`src/rtl/tdm_mp_pkg.sv`:
```
package tdm_mp_pkg;
  parameter int unsigned SLOTS_DEF     = 8;
  parameter int unsigned SLOT_BITS_DEF = 16;

  typedef enum logic [1:0] {
    SEL_MASK  = 2'd0,
    SEL_TADDR = 2'd1,
    SEL_PROTO = 2'd2,
    SEL_DATA  = 2'd3
  } wr_sel_e;
endpackage

```
`src/rtl/tdm_cfg_regs.sv`:
```
module tdm_cfg_regs
  import tdm_mp_pkg::*;
#(
  parameter int unsigned SLOTS  = SLOTS_DEF,
  parameter int unsigned WORD_W = SLOT_BITS_DEF,
  parameter int unsigned HALF_W = SLOT_BITS_DEF / 2
) (
  input  logic              clk,
  input  logic              rst,
  input  logic              wr_en,
  input  logic [1:0]        wr_sel,
  input  logic [WORD_W-1:0] wr_data,
  output logic [SLOTS-1:0]  slot_mask,
  output logic [HALF_W-1:0] tx_addr,
  output logic [HALF_W-1:0] proto,
  output logic [WORD_W-1:0] data_word
);
  always_ff @(posedge clk) begin
    if (rst) begin
      slot_mask <= '0;
      tx_addr   <= '0;
      proto     <= '0;
      data_word <= '0;
    end else if (wr_en) begin
      case (wr_sel_e'(wr_sel))
        SEL_MASK:  slot_mask <= wr_data[SLOTS-1:0];
        SEL_TADDR: tx_addr   <= wr_data[HALF_W-1:0];
        SEL_PROTO: proto     <= wr_data[HALF_W-1:0];
        default:   data_word <= wr_data;
      endcase
    end
  end
endmodule

```
`src/rtl/tdm_frame_ctr.sv`:
```
module tdm_frame_ctr
  import tdm_mp_pkg::*;
#(
  parameter int unsigned SLOTS     = SLOTS_DEF,
  parameter int unsigned SLOT_BITS = SLOT_BITS_DEF,
  localparam int unsigned SW       = $clog2(SLOTS),
  localparam int unsigned BW       = $clog2(SLOT_BITS)
) (
  input  logic          clk,
  input  logic          rst,
  input  logic          follow_ext,
  input  logic          fsync_in,
  output logic [SW-1:0] slot_idx,
  output logic [BW-1:0] bit_idx,
  output logic          frame_start
);
  localparam int unsigned POS_W = SW + BW;
  localparam logic [POS_W-1:0] LAST_POS = POS_W'(SLOTS * SLOT_BITS - 1);

  logic [POS_W-1:0] cnt_q;
  logic [POS_W-1:0] pos;

  always_comb begin
    pos = (follow_ext && fsync_in) ? '0 : cnt_q;
  end

  always_ff @(posedge clk) begin
    if (rst) cnt_q <= '0;
    else     cnt_q <= (pos == LAST_POS) ? '0 : pos + 1'b1;
  end

  assign slot_idx    = pos[POS_W-1:BW];
  assign bit_idx     = pos[BW-1:0];
  assign frame_start = (pos == '0);
endmodule

```
`src/rtl/tdm_lane_shifter.sv`:
```
module tdm_lane_shifter #(
  parameter int unsigned W = 16
) (
  input  logic         clk,
  input  logic         rst,
  input  logic         load,
  input  logic         active,
  input  logic [W-1:0] par_in,
  output logic         bit_o,
  output logic         oe_o
);
  logic [W-1:0] sh_q;

  always_ff @(posedge clk) begin
    if (rst) begin
      sh_q  <= '0;
      bit_o <= 1'b0;
      oe_o  <= 1'b0;
    end else begin
      oe_o <= active;
      if (load) begin
        bit_o <= par_in[W-1];
        sh_q  <= {par_in[W-2:0], 1'b0};
      end else begin
        bit_o <= active ? sh_q[W-1] : 1'b0;
        sh_q  <= {sh_q[W-2:0], 1'b0};
      end
    end
  end
endmodule

```
`src/rtl/tdm_mp_tx.sv`:
```
module tdm_mp_tx
  import tdm_mp_pkg::*;
#(
  parameter int unsigned SLOTS     = SLOTS_DEF,
  parameter int unsigned SLOT_BITS = SLOT_BITS_DEF
) (
  input  logic                 clk,
  input  logic                 rst,
  input  logic                 fsync_in,
  input  logic                 wr_en,
  input  logic [1:0]           wr_sel,
  input  logic [SLOT_BITS-1:0] wr_data,
  output logic                 dat_o,
  output logic                 dat_oe,
  output logic                 ap_o,
  output logic                 ap_oe,
  output logic                 fsync_out,
  output logic                 fsync_oe,
  output logic                 tx_done
);
  localparam int unsigned SW     = $clog2(SLOTS);
  localparam int unsigned BW     = $clog2(SLOT_BITS);
  localparam int unsigned HALF_W = SLOT_BITS / 2;
  localparam int unsigned LANES  = 2;
  localparam logic [BW-1:0] LAST_BIT = BW'(SLOT_BITS - 1);

  logic [SLOTS-1:0]     slot_mask;
  logic [HALF_W-1:0]    tx_addr;
  logic [HALF_W-1:0]    proto;
  logic [SLOT_BITS-1:0] data_word;
  logic [SW-1:0]        slot_idx;
  logic [BW-1:0]        bit_idx;
  logic                 frame_start;
  logic                 master;
  logic                 own_q;
  logic                 own_now;
  logic                 slot_load;

  tdm_cfg_regs #(.SLOTS(SLOTS), .WORD_W(SLOT_BITS), .HALF_W(HALF_W)) u_regs (
    .clk       (clk),
    .rst       (rst),
    .wr_en     (wr_en),
    .wr_sel    (wr_sel),
    .wr_data   (wr_data),
    .slot_mask (slot_mask),
    .tx_addr   (tx_addr),
    .proto     (proto),
    .data_word (data_word)
  );

  assign master = slot_mask[0];

  tdm_frame_ctr #(.SLOTS(SLOTS), .SLOT_BITS(SLOT_BITS)) u_ctr (
    .clk         (clk),
    .rst         (rst),
    .follow_ext  (!master),
    .fsync_in    (fsync_in),
    .slot_idx    (slot_idx),
    .bit_idx     (bit_idx),
    .frame_start (frame_start)
  );

  always_comb begin
    own_now   = (bit_idx == '0) ? slot_mask[slot_idx] : own_q;
    slot_load = (bit_idx == '0) && own_now;
  end

  always_ff @(posedge clk) begin
    if (rst) begin
      own_q     <= 1'b0;
      tx_done   <= 1'b0;
      fsync_out <= 1'b0;
      fsync_oe  <= 1'b0;
    end else begin
      own_q     <= own_now;
      tx_done   <= own_now && (bit_idx == LAST_BIT);
      fsync_out <= master && frame_start;
      fsync_oe  <= master;
    end
  end

  logic [SLOT_BITS-1:0] lane_par [LANES];
  logic [LANES-1:0]     lane_bit;
  logic [LANES-1:0]     lane_oe;

  assign lane_par[0] = data_word;
  assign lane_par[1] = {tx_addr, proto};

  for (genvar g = 0; g < LANES; g++) begin : g_lane
    tdm_lane_shifter #(.W(SLOT_BITS)) u_sh (
      .clk    (clk),
      .rst    (rst),
      .load   (slot_load),
      .active (own_now),
      .par_in (lane_par[g]),
      .bit_o  (lane_bit[g]),
      .oe_o   (lane_oe[g])
    );
  end

  assign dat_o  = lane_bit[0];
  assign dat_oe = lane_oe[0];
  assign ap_o   = lane_bit[1];
  assign ap_oe  = lane_oe[1];
endmodule

```
`config.mk`:
```
export PLATFORM = sky130hd
export DESIGN_NAME = tdm_mp_tx
export DESIGN_NICKNAME = d
export VERILOG_FILES = /design/src/rtl/tdm_mp_pkg.sv /design/src/rtl/tdm_cfg_regs.sv /design/src/rtl/tdm_frame_ctr.sv /design/src/rtl/tdm_lane_shifter.sv /design/src/rtl/tdm_mp_tx.sv
export SDC_FILE = /design/constraint.sdc
export NUM_CORES = 1
export LEC_CHECK = 0
export BUFFER_PORTS_ARGS = -buffer_cell sky130_fd_sc_hd__buf_2
export CAP_MARGIN = 20
export CORE_MARGIN = 5
export CORE_UTILIZATION = 26
export CTS_CLUSTER_SIZE = 40
export DETAILED_ROUTE_END_ITERATION = 7
export PLACE_DENSITY_LB_ADDON = 0.08
export SETUP_SLACK_MARGIN = 0.02
export SLEW_MARGIN = 20
export SYNTH_ARGS = -nofsm -noshare
export SYNTH_HDL_FRONTEND = slang
export SYNTH_SLANG_ARGS = --single-unit
```
`constraint.sdc`:
```
create_clock -name clk -period 1.8 [get_ports clk]
set_input_delay 0 -clock clk [delete_from_list [all_inputs] [get_ports clk]]
set_output_delay 0 -clock clk [all_outputs]
set_load 0.05 [all_outputs]
```
==> flow_summary.json <==
{
  "layout_worst_path_cycle_share": 0.971,
  "layout_min_cycle_time_ns": 1.75,
  "first_pass_grt_wire_length_mm": 12.8,
  "timing.max_cap.violations": 0,
  "slew_headroom": 0.609,
  "number_of_synthesized_register_bits": 83,
  "row_count": 40,
  "io_buffers": 28,
  "fraction_of_the_mapped_netlist_area_in_compound_gates": 0.0526,
  "timing_hold_violations_final": 0,
  "status": "completed",
  "worst_ep_required_time_ns": 2.02,
  "die_area_um2": 14900,
  "routed-wl-met2_mm": 3.60,
  "detailed_place_hpwl_mm": 5.05,
  "gp_routability_congestion": 0.775,
  "effective_utilization_at_floorplan": 0.268,
  "asyncSetResetFlopFracSynth": 0,
  "num_vias": 2416,
  "fin_area_um2": 4130,
  "design_power_total_w": 0.00387,
  "final_util": 0.339,
  "ys.flop_type": "dfxtp_1",
  "basic_gate_share_of_the_synthesized_area_counting_and_or_nand_and_nor_cells": 0.191,
  "finalWirelength_mm": 7.86,
  "tritoncts": "done",
  "cts.sinks": 83,
  "setup_viol": 0,
  "leakagePower_nw": 1.61,
  "synth.most_common_cell": "nand2_1",
  "worst_supply_voltage_drop_on_vdd_mv": 0.384,
  "drtIter0Drc": 86,
  "routed_wire_length_per_instance_um": 13.7,
  "globalRouteOverflowTotal": 0,
  "synthesis.instances": 352,
  "clock_skew_ns": 0.00386,
  "ios": 29,
  "post_synthesis_xor_xnor_area_fraction": 0.0108,
  "worst_r2r_startpoint": "u_ctr.cnt_q[5]",
  "synth_top_family_by_area": "simple AND/OR/NAND/NOR gates",
  "dpl-instance-area_um2": 3620,
  "synth.cell_area_um2": 3260,
  "ys_top_cells_by_area": "dfxtp_1 51%, mux2i_1 16%, nand2_1 11%",
  "yosys-mux-area-fraction": 0.172,
  "fin_hold_ws_ns": 0.0497,
  "length_of_routed_wiring_on_met1_mm": 3.87,
  "power_per_cell_area_nw_per_um2": 938,
  "setup_total_negative_slack_ns": 0,
  "num-fill-cells": 1282,
  "h_tree_level_count": 3,
  "die_w_um": 122,
  "seq_area_um2": 1660,
  "grt_start_max_net_pins": 54,
  "syn-num-nets": 376,
  "path_max_fanout": 5,
  "post_synth_most_frequent_cells": "97 x nand2_1, 83 x dfxtp_1, 51 x mux2i_1, 34 x nor2_1, 18 x a21oi_1",
  "insertedDiodeCount": 0,
  "core_footprint_um2": 12200,
  "synth-edff-count": 0,
  "routed.top_layer": "met4",
  "start_kind": "flop",
  "launch_point_of_the_worst_path": "u_ctr.cnt_q[5]",
  "track_usage": 0.113,
  "first_pass_iters": 4,
  "die_h_um": 122,
  "ys_warn_count": 0,
  "drt.antenna.violating_nets": 0,
  "timing.fmax_mhz": 572,
  "synth.distinct_cells": 40,
  "setup_repair_after_global_routing_missed_its_margin": "yes",
  "hp-class": "in2reg",
  "max-clock-path-buffers": 2,
  "critical_path.endpoint_type": "flop",
  "final_layout_size_suffix_gt1_frac": 0.190,
  "routed-wl-met3_um": 185,
  "maxSlewViolCount": 0,
  "worstPathArrival_ns": 1.97,
  "remaining_drc_errors": 0,
  "cts_buffers": 9,
  "cts.reportedPaths.clkPinSlew_ns": 0.06,
  "synth_adder_area_share": 0.00768,
  "first_global_vias": 2431,
  "synth-seq-area-share": 0.510,
  "multi_input_area_um2": 1490,
  "hold_path_startpoint": "rst",
  "synth_largest_area_cell": "dfxtp_1",
  "clock-root-buffer": "clkbuf_16",
  "final_nets": 425,
  "antenna_found_initial": 0,
  "clk_lat_worst_skew_ns": 0.33,
  "worst-slew-pin-transition_ns": 0.585,
  "worst-setup-path-type": "reg2reg",
  "route.detailed.vias_per_inst": 4.21,
  "avgSynthCellArea_um2": 9.25,
  "flow.area_growth_from_synthesis_pct": 26.7,
  "yosysTopAreaCellShare": 0.510
}
## worst paths after layout
| path | end | slack [ns] | cells past startpoint |
|---|---|---|---|
| max | g_lane[1].u_sh.bit_o | 0.05 | 5 |
| min reg2reg | g_lane[0].u_sh.sh_q[13] | 0.43 | 2 |
| max reg2reg | g_lane[1].u_sh.bit_o | 0.05 | 5 |
| min | g_lane[1].u_sh.sh_q[15] | 0.05 | 4 |
## final cells by class
cell class              instances  share of cell area
inverters                       6             0.00607
flip-flops and latches         83               0.403
clock inverters                 2             0.00243
clock buffers                  14              0.0640
well taps                     168              0.0510
multi-input cells             239               0.361
repair buffers                 62               0.113
## metal layers
layer,global-route usage,vias to the layer above
met5,0,-
met4,0.0644,0
met3,0.0172,13
met2,0.177,31
met1,0.149,1119
li1,-,1253
## where the power goes
part	switching (W)	total, W	leakage [nW]	internal [W]
Combinational	0.000159	0.000278	0.805	0.000118
Sequential	0.0000191	0.00189	0.673	0.00187
Clock	0.000690	0.00170	0.137	0.00101
## sequential cells by signal, indices dropped and copies added (netlist names)
signal             cells
g_lane.u_sh.bit_o      2
u_regs.proto           8
fsync_oe               1
tx_done                1
u_regs.slot_mask       8
g_lane.u_sh.oe_o       1
u_regs.data_word      16
u_regs.tx_addr         8
fsync_out              1
u_ctr.cnt_q            7
g_lane.u_sh.sh_q      30
## critical path, stage by stage, from the launching register on
cell     delay (ns)
dfxtp_1        0.39
mux2_4         0.32
o221a_1        0.26
a22o_4         0.26
buf_4          0.16
a32o_1         0.25
## stage by stage
step | setup slack, ns | instances
3_3_place_gp | -0.0261 | 541
5_1_grt | -0.0123 | 574
4_1_cts | 0.0284 | 574
2_1_floorplan | 0.0287 | 352
3_5_place_dp | -0.0318 | 541
6_report | 0.0520 | 574
## layout by cell type (no fill, tap or decap), types with 2 or more instances in the layout
master,count
inv_2,2
buf_2,28
and3_1,3
nand3b_1,2
a32o_1,2
nor2_1,34
clkinv_2,2
dfxtp_1,81
dfxtp_2,2
inv_1,3
nand2_1,95
dlygate4sd3_1,16
xor2_1,2
mux2i_1,51
clkbuf_8,2
clkbuf_1,3
buf_4,15
nand3_1,2
buf_12,2
a21oi_1,18
nor2b_1,3
clkbuf_16,9
## repair_timing
action                     in CTS  in global routing
hold endpoints to repair       27                  0
hold buffers                   16                  0
pin swaps                       1                  3
setup endpoints to repair      10                 29
buffers inserted                1                  0
resized for setup               6                 10
## cell families after synthesis
kind of cell               count (synthesis)
muxes                                     54
adders and majority gates                  2
buffers and inverters                     30
AOI/OAI and AO/OA                         28
DFF                                       83
xor gates and xnor gates                   4
and+or+nand+nor                          151
No activity file was read; power rests on OpenSTA's default activity.
